--- src/rtl/fti_pkg.sv ---
package fti_pkg;
    localparam int LANE_W   = 32;
    localparam int VEC_W    = 128;
    localparam int N_SP     = VEC_W / LANE_W;
    localparam int DP_W     = 2 * LANE_W;
    localparam int N_DP     = VEC_W / DP_W;
    localparam int SP_EXP_W = 8;
    localparam int SP_MAN_W = 23;
    localparam int DP_EXP_W = 11;
    localparam int DP_MAN_W = 52;

    typedef struct packed {
        logic             valid;
        logic [VEC_W-1:0] vec;
    } cvt_state_t;
endpackage

--- src/rtl/fti_lane.sv ---
module fti_lane #(
    parameter int EXP_W = 8,
    parameter int MAN_W = 23,
    parameter int OUT_W = 32
) (
    input  logic [EXP_W+MAN_W:0] fp_i,
    input  logic                 signed_i,
    input  logic                 sat_i,
    output logic [OUT_W-1:0]     int_o
);
    localparam int SH_W = $clog2(OUT_W);
    localparam int WIDE = MAN_W + 1 + OUT_W;
    localparam int BIAS = (1 << (EXP_W - 1)) - 1;
    localparam logic [EXP_W-1:0] BIAS_V = EXP_W'(BIAS);
    localparam logic [EXP_W-1:0] BIG_V  = EXP_W'(BIAS + OUT_W);
    localparam logic [OUT_W-1:0] SMIN   = {1'b1, {(OUT_W-1){1'b0}}};
    localparam logic [OUT_W-1:0] SMAX   = ~SMIN;
    localparam logic [OUT_W-1:0] UMAX   = '1;

    logic             sgn;
    logic [EXP_W-1:0] ex;
    logic [MAN_W-1:0] man;
    logic             is_nan;
    logic             below_one;
    logic             too_big;
    logic [SH_W-1:0]  sh;
    logic [WIDE-1:0]  shifted;
    logic [OUT_W-1:0] mag;
    logic [OUT_W-1:0] in_val;
    logic [OUT_W-1:0] marker;
    logic             oor;

    assign sgn = fp_i[EXP_W+MAN_W];
    assign ex  = fp_i[EXP_W+MAN_W-1:MAN_W];
    assign man = fp_i[MAN_W-1:0];

    // classification of the exponent field
    assign is_nan    = (&ex) && (|man);
    assign below_one = ex < BIAS_V;
    assign too_big   = ex >= BIG_V;

    // integer magnitude: restore the hidden one, shift by unbiased exponent
    always_comb begin
        sh      = SH_W'(ex - BIAS_V);
        shifted = {{OUT_W{1'b0}}, 1'b1, man} << sh;
        mag     = shifted[MAN_W +: OUT_W];
    end

    // range test against the destination type
    always_comb begin
        if (too_big) begin
            oor = 1'b1;
        end else if (below_one) begin
            oor = 1'b0;
        end else if (signed_i) begin
            oor = sgn ? (mag > SMIN) : mag[OUT_W-1];
        end else begin
            oor = sgn;
        end
    end

    always_comb begin
        if (below_one) begin
            in_val = '0;
        end else if (signed_i && sgn) begin
            in_val = ~mag + 1'b1;
        end else begin
            in_val = mag;
        end
    end

    assign marker = signed_i ? SMIN : UMAX;

    // policy resolution
    always_comb begin
        if (is_nan) begin
            int_o = sat_i ? '0 : marker;
        end else if (oor) begin
            if (!sat_i) begin
                int_o = marker;
            end else if (sgn) begin
                int_o = signed_i ? SMIN : '0;
            end else begin
                int_o = signed_i ? SMAX : UMAX;
            end
        end else begin
            int_o = in_val;
        end
    end

    always_comb begin
        if (is_nan && sat_i) begin
            AST_NAN_CLAMP_ZERO: assert (int_o == '0);
        end
        if (!sat_i && (is_nan || oor)) begin
            AST_MARKER_PATTERN: assert (int_o == (signed_i ? SMIN : UMAX));
        end
        if (below_one && !is_nan) begin
            AST_TINY_IS_ZERO: assert (int_o == '0);
        end
    end
endmodule

--- src/rtl/fti_pack.sv ---
module fti_pack #(
    parameter int LANE_W = 32,
    parameter int N_SP   = 4,
    parameter int N_DP   = 2
) (
    input  logic [N_SP*LANE_W-1:0] sp_i,
    input  logic [N_DP*LANE_W-1:0] dp_i,
    input  logic                   dbl_i,
    output logic [N_SP*LANE_W-1:0] vec_o
);
    for (genvar g = 0; g < N_SP; g++) begin : g_lane
        if (g < N_DP) begin : g_low
            assign vec_o[g*LANE_W +: LANE_W] =
                dbl_i ? dp_i[g*LANE_W +: LANE_W] : sp_i[g*LANE_W +: LANE_W];
        end else begin : g_high
            assign vec_o[g*LANE_W +: LANE_W] =
                dbl_i ? '0 : sp_i[g*LANE_W +: LANE_W];
        end
    end
endmodule

--- src/rtl/pkd_trunc_cvt.sv ---
module pkd_trunc_cvt
    import fti_pkg::*;
(
    input  logic             clk,
    input  logic             rst_n,
    input  logic             in_valid,
    input  logic [VEC_W-1:0] in_vec,
    input  logic             in_dbl,
    input  logic             in_signed,
    input  logic             in_sat,
    output logic             out_valid,
    output logic [VEC_W-1:0] out_vec
);
    logic [N_SP*LANE_W-1:0] sp_res;
    logic [N_DP*LANE_W-1:0] dp_res;
    logic [VEC_W-1:0]       packed_res;
    cvt_state_t             st_d, st_q;

    for (genvar i = 0; i < N_SP; i++) begin : g_sp
        fti_lane #(.EXP_W(SP_EXP_W), .MAN_W(SP_MAN_W), .OUT_W(LANE_W)) i_lane (
            .fp_i     (in_vec[i*LANE_W +: LANE_W]),
            .signed_i (in_signed),
            .sat_i    (in_sat),
            .int_o    (sp_res[i*LANE_W +: LANE_W])
        );
    end

    for (genvar j = 0; j < N_DP; j++) begin : g_dp
        fti_lane #(.EXP_W(DP_EXP_W), .MAN_W(DP_MAN_W), .OUT_W(LANE_W)) i_lane (
            .fp_i     (in_vec[j*DP_W +: DP_W]),
            .signed_i (in_signed),
            .sat_i    (in_sat),
            .int_o    (dp_res[j*LANE_W +: LANE_W])
        );
    end

    fti_pack #(.LANE_W(LANE_W), .N_SP(N_SP), .N_DP(N_DP)) i_pack (
        .sp_i  (sp_res),
        .dp_i  (dp_res),
        .dbl_i (in_dbl),
        .vec_o (packed_res)
    );

    always_comb begin
        st_d       = st_q;
        st_d.valid = in_valid;
        if (in_valid) begin
            st_d.vec = packed_res;
        end
    end

    always_ff @(posedge clk) begin
        if (!rst_n) begin
            st_q <= '0;
        end else begin
            st_q <= st_d;
        end
    end

    assign out_valid = st_q.valid;
    assign out_vec   = st_q.vec;

    AST_VALID_RISES: assert property (@(posedge clk) disable iff (!rst_n)
        in_valid |=> out_valid);
    AST_VALID_FALLS: assert property (@(posedge clk) disable iff (!rst_n)
        !in_valid |=> !out_valid);
    AST_DBL_UPPER_ZERO: assert property (@(posedge clk) disable iff (!rst_n)
        (in_valid && in_dbl) |=> (out_vec[VEC_W-1:DP_W*(N_DP/2)] == '0));
    AST_HOLD_IDLE: assert property (@(posedge clk) disable iff (!rst_n)
        !in_valid |=> $stable(out_vec));
endmodule

--- config.mk ---
export PLATFORM = sky130hd
export DESIGN_NAME = pkd_trunc_cvt
export DESIGN_NICKNAME = d
export VERILOG_FILES = /design/src/rtl/fti_pkg.sv /design/src/rtl/fti_lane.sv /design/src/rtl/fti_pack.sv /design/src/rtl/pkd_trunc_cvt.sv
export SDC_FILE = /design/constraint.sdc
export NUM_CORES = 1
export LEC_CHECK = 0
export BUFFER_PORTS_ARGS = -buffer_cell sky130_fd_sc_hd__buf_4
export CAP_MARGIN = 20
export CELL_PAD_IN_SITES_DETAIL_PLACEMENT = 1
export CELL_PAD_IN_SITES_GLOBAL_PLACEMENT = 1
export CORE_MARGIN = 4
export CORE_UTILIZATION = 46
export CTS_BUF_LIST = sky130_fd_sc_hd__clkbuf_8
export DETAILED_ROUTE_END_ITERATION = 10
export GPL_TIMING_DRIVEN = 0
export HOLD_SLACK_MARGIN = 0.12
export PLACE_DENSITY_LB_ADDON = 0.1
export SKIP_LAST_GASP = 1
export SLEW_MARGIN = 0
export SYNTH_ARGS = -nofsm -noshare
export SYNTH_HDL_FRONTEND = slang
export SYNTH_SLANG_ARGS = --single-unit
--- constraint.sdc ---
create_clock -name clk -period 8.14 [get_ports clk]
set_clock_uncertainty 0.1 [all_clocks]
set_input_delay 0.814 -clock clk [delete_from_list [all_inputs] [get_ports clk]]
set_output_delay 0.814 -clock clk [all_outputs]
set_load 0.02 [all_outputs]
==> impl_metrics.csv <==
group,metric,value,unit
die,floorplan.die.height,233,um
clock_network,htree_depth,4,
timing,max_freq,138,MHz
die,io_pins,263,
power,power_frac_comb,64.8,%
timing,drv_slew,0,
critical_path,cpPeakStageDelay,0.54,ns
cells_and_area,areaGrowthSynthToFinish,13.2,%
logic_synthesis,synth.yosys.seq_area_share,11.1,%
logic_synthesis,ys.warnings.count,0,
global_routing,pin_count_of_the_biggest_net_entering_global_routing,17,
logic_synthesis,synth_enable_flop_cells,0,
detailed_routing,vias_per_cell,7.03,
detailed_routing,detail-route-antenna-nets,0,
power,seqPwrFrac,19.6,%
timing,worst_slew_pin_slew,1.04,ns
logic_synthesis,synth_fp_nets,3187,
detailed_routing,vias,28000,
placement,portBuffers,246,
detailed_routing,wirelength,113000,um
hold_path,min-delay-path-class,"reg2reg",
clock_network,post_cts.repair.setup_buffers,0,
logic_synthesis,ys_top_cells_by_area,"mux4_2 (12%), dfxtp_1 (11%), mux2i_1 (8.1%), mux2_2 (6.2%), nand2_1 (5.1%)",
status,run_status,"complete, no violations",
die,initial_core_util,46.4,%
logic_synthesis,netlist_top_cells_count,"nand2_1 (313), nor2_1 (220), o21ai_0 (219)",
logic_synthesis,flop_and_latch_count_out_of_synthesis,129,
logic_synthesis,netlist_area,23200,um^2
global_routing,global_route_wire_length_before_repair,170000,um
global_routing,track_usage,40.0,%
global_routing,antenna_found_initial,2,
logic_synthesis,synth-main-ff-cell,"dfxtp_1",
placement,routability_congestion_estimate,1.03,
critical_path,r2r_slack,6.67,ns
timing,final_hold_viol_count,0,
critical_path,setup.worst_path.end_class,"flip-flop",
logic_synthesis,synth_top_area_cell,"mux4_2",
die,core-area,50100,um^2
clock_network,clock_tree.root_cell,"clkbuf_8",
cells_and_area,share_of_final_layout_standard_cells_stronger_than_drive_strength_1,21.1,%
power,cellInternalPower,1780,uW
logic_synthesis,syn_inst,3023,
critical_path,cpMostUsedCell,"buf_2",
die,num_rows,82,
clock_network,clk_transition_reported_paths,0.09,ns
job,max_cap_viols,0,
clock_network,cts_num_sinks,129,
timing,grt_setup_unrepaired,"no",
power,power.density_cell_area,138,nW/um^2
critical_path,critical_path_required_time,8.49,ns
clock_network,numCtsBuffers,17,
detailed_routing,first_iter_violations,3490,
global_routing,grt_pass1_vias,27800,
power,switchingPower,1850,uW
placement,hpwlAfterDp,91600,um
power,switching_share,51.0,%
critical_path,timing.critical_path.from_type,"input pin",
clock_network,clkLatencyLatePin,0.50,ns
logic_synthesis,post_synth.cell_area_avg,7.69,um^2
critical_path,critPathSlowestCell,"mux4_2",
critical_path,critPathBufInv,12,
timing,fin_setup_tns,0,ns
die,die_area,54200,um^2
detailed_routing,drt_pre_antenna_iters,6,
timing,final_period_minus_worst_setup_slack,7.27,ns
detailed_routing,average_routed_wire_per_standard_cell,28.5,um
critical_path,critical_path.top_delay_family,"buffers and inverters",
logic_synthesis,synthMostInstantiatedCell,"nand2_1",
critical_path,cp.arrival,7.62,ns
clock_network,hold_buffers,0,
clock_network,post_cts.resized_instances,0,
clock_network,cts.path.max_buffers,2,
global_routing,grt_overflow_total,0,
power,p_clk_share,15.6,%
cells_and_area,finish.net_count,3453,
die,die_w,233,um
logic_synthesis,ffs_w_async_s_r_synth,0,%
power,power_leakage,0.00998,uW
timing,timing.slew.headroom,30.7,%
clock_network,tritoncts,"built",
logic_synthesis,synth_top_area_share,11.8,%
timing,timing.final.setup_violations,0,
critical_path,setup.worst_path.class,"in2reg",
critical_path,cp_max_fo,12,
power,ir_drop,0.000111,V
detailed_routing,drcViolationCount,0,
placement,worst_case_setup_slack_after_placement,0.651,ns
timing,final_critical_path_setup_slack,0.869,ns
timing,layout_worst_path_cycle_share,89.3,%
logic_synthesis,post_synth_num_cell_types,102,
==> through the flow <==
step	power, uW	cells	area (um^2)	hold WS (ns)	utilization, %
final	3620	3975	26300	0.371	52.6
after global routing	3780	3973	26300	0.401	52.5
after CTS	3540	3972	26300	0.378	52.5
after detailed placement	2980	3941	25900	0.352	51.8
after global placement	2930	3941	25900	0.351	51.8
after floorplan	2220	3023	23200	0.437	-
==> layout by cell type, fill, tap and decap left out, types with 15 or more instances in the layout <==
master / count
a21boi_0: 19
o31ai_1: 55
or2_2: 24
nor4_1: 37
clkbuf_1: 138
nor2_1: 220
nor2b_1: 27
o211ai_1: 29
nand2_1: 313
dfxtp_1: 129
a221o_1: 23
nand2b_1: 32
mux2_2: 127
xnor2_1: 104
and3_1: 24
and2_1: 23
a31oi_1: 28
a221oi_1: 16
buf_4: 263
a211o_1: 18
ha_1: 30
a211oi_1: 23
buf_1: 27
or3_1: 26
clkbuf_8: 17
o21a_1: 37
nand4_1: 29
xor2_1: 81
o221ai_1: 15
a22oi_1: 24
inv_1: 35
a21o_1: 32
o21ai_0: 219
buf_2: 73
mux2i_1: 188
a21oi_1: 216
mux4_2: 122
nand3_1: 92
nor3_1: 96
==> path summary, 6_finish.rpt <==
kind / from / endpoint / cells after the start
min reg2reg: out_vec[83] / out_vec[83] / 1
max reg2reg: out_vec[29] / out_vec[29] / 3
max: in_vec[52] / out_vec[25] / 25
min: out_vec[83] / out_vec[83] / 1
==> area by class of cell <==
class / count / area, um^2
antenna: 2 / 5.00
buffer: 261 / 1180
clock buffer: 17 / 234
clock inverter: 14 / 144
fill: 6373 / 23800
inverter: 40 / 150
multi-input combinational: 2593 / 19300
sequential: 129 / 2580
tap: 672 / 841
timing repair buffer: 247 / 1850
==> state kept, by name, summed over array words and instances (netlist names) <==
signal / flops
out_vec: 128
out_valid: 1
==> cells by family (layout without fill, tap and decap cells) <==
family,after synthesis,in the layout,synth area share [%]
compound gates,933,933,27.1
xor+xnor,193,193,7.58
fa+ha+maj,30,30,1.62
buf+inv,301,579,5.71
flops,129,129,11.1
mux,439,439,26.2
other cells,0,2,0
simple gates,998,998,20.7
==> metal layers <==
metal  GRT usage (%)  share of wire (%)  vias up
met5               0              0.014        -
met4            14.8                4.1        2
met3            7.93                 10      295
met2            62.1                 44     1675
met1            55.0                 41    13900
li1                -                  -    12100
==> power by group through the flow <==
stage	clock network [uW]	registers (uW)	logic, uW
6_report	566	710	2350
5_1_grt	590	710	2480
4_1_cts	562	707	2270
3_5_place_dp	0	721	2260
3_3_place_gp	0	720	2210
2_1_floorplan	0	746	1480
Power figures use the tool's default switching activity.
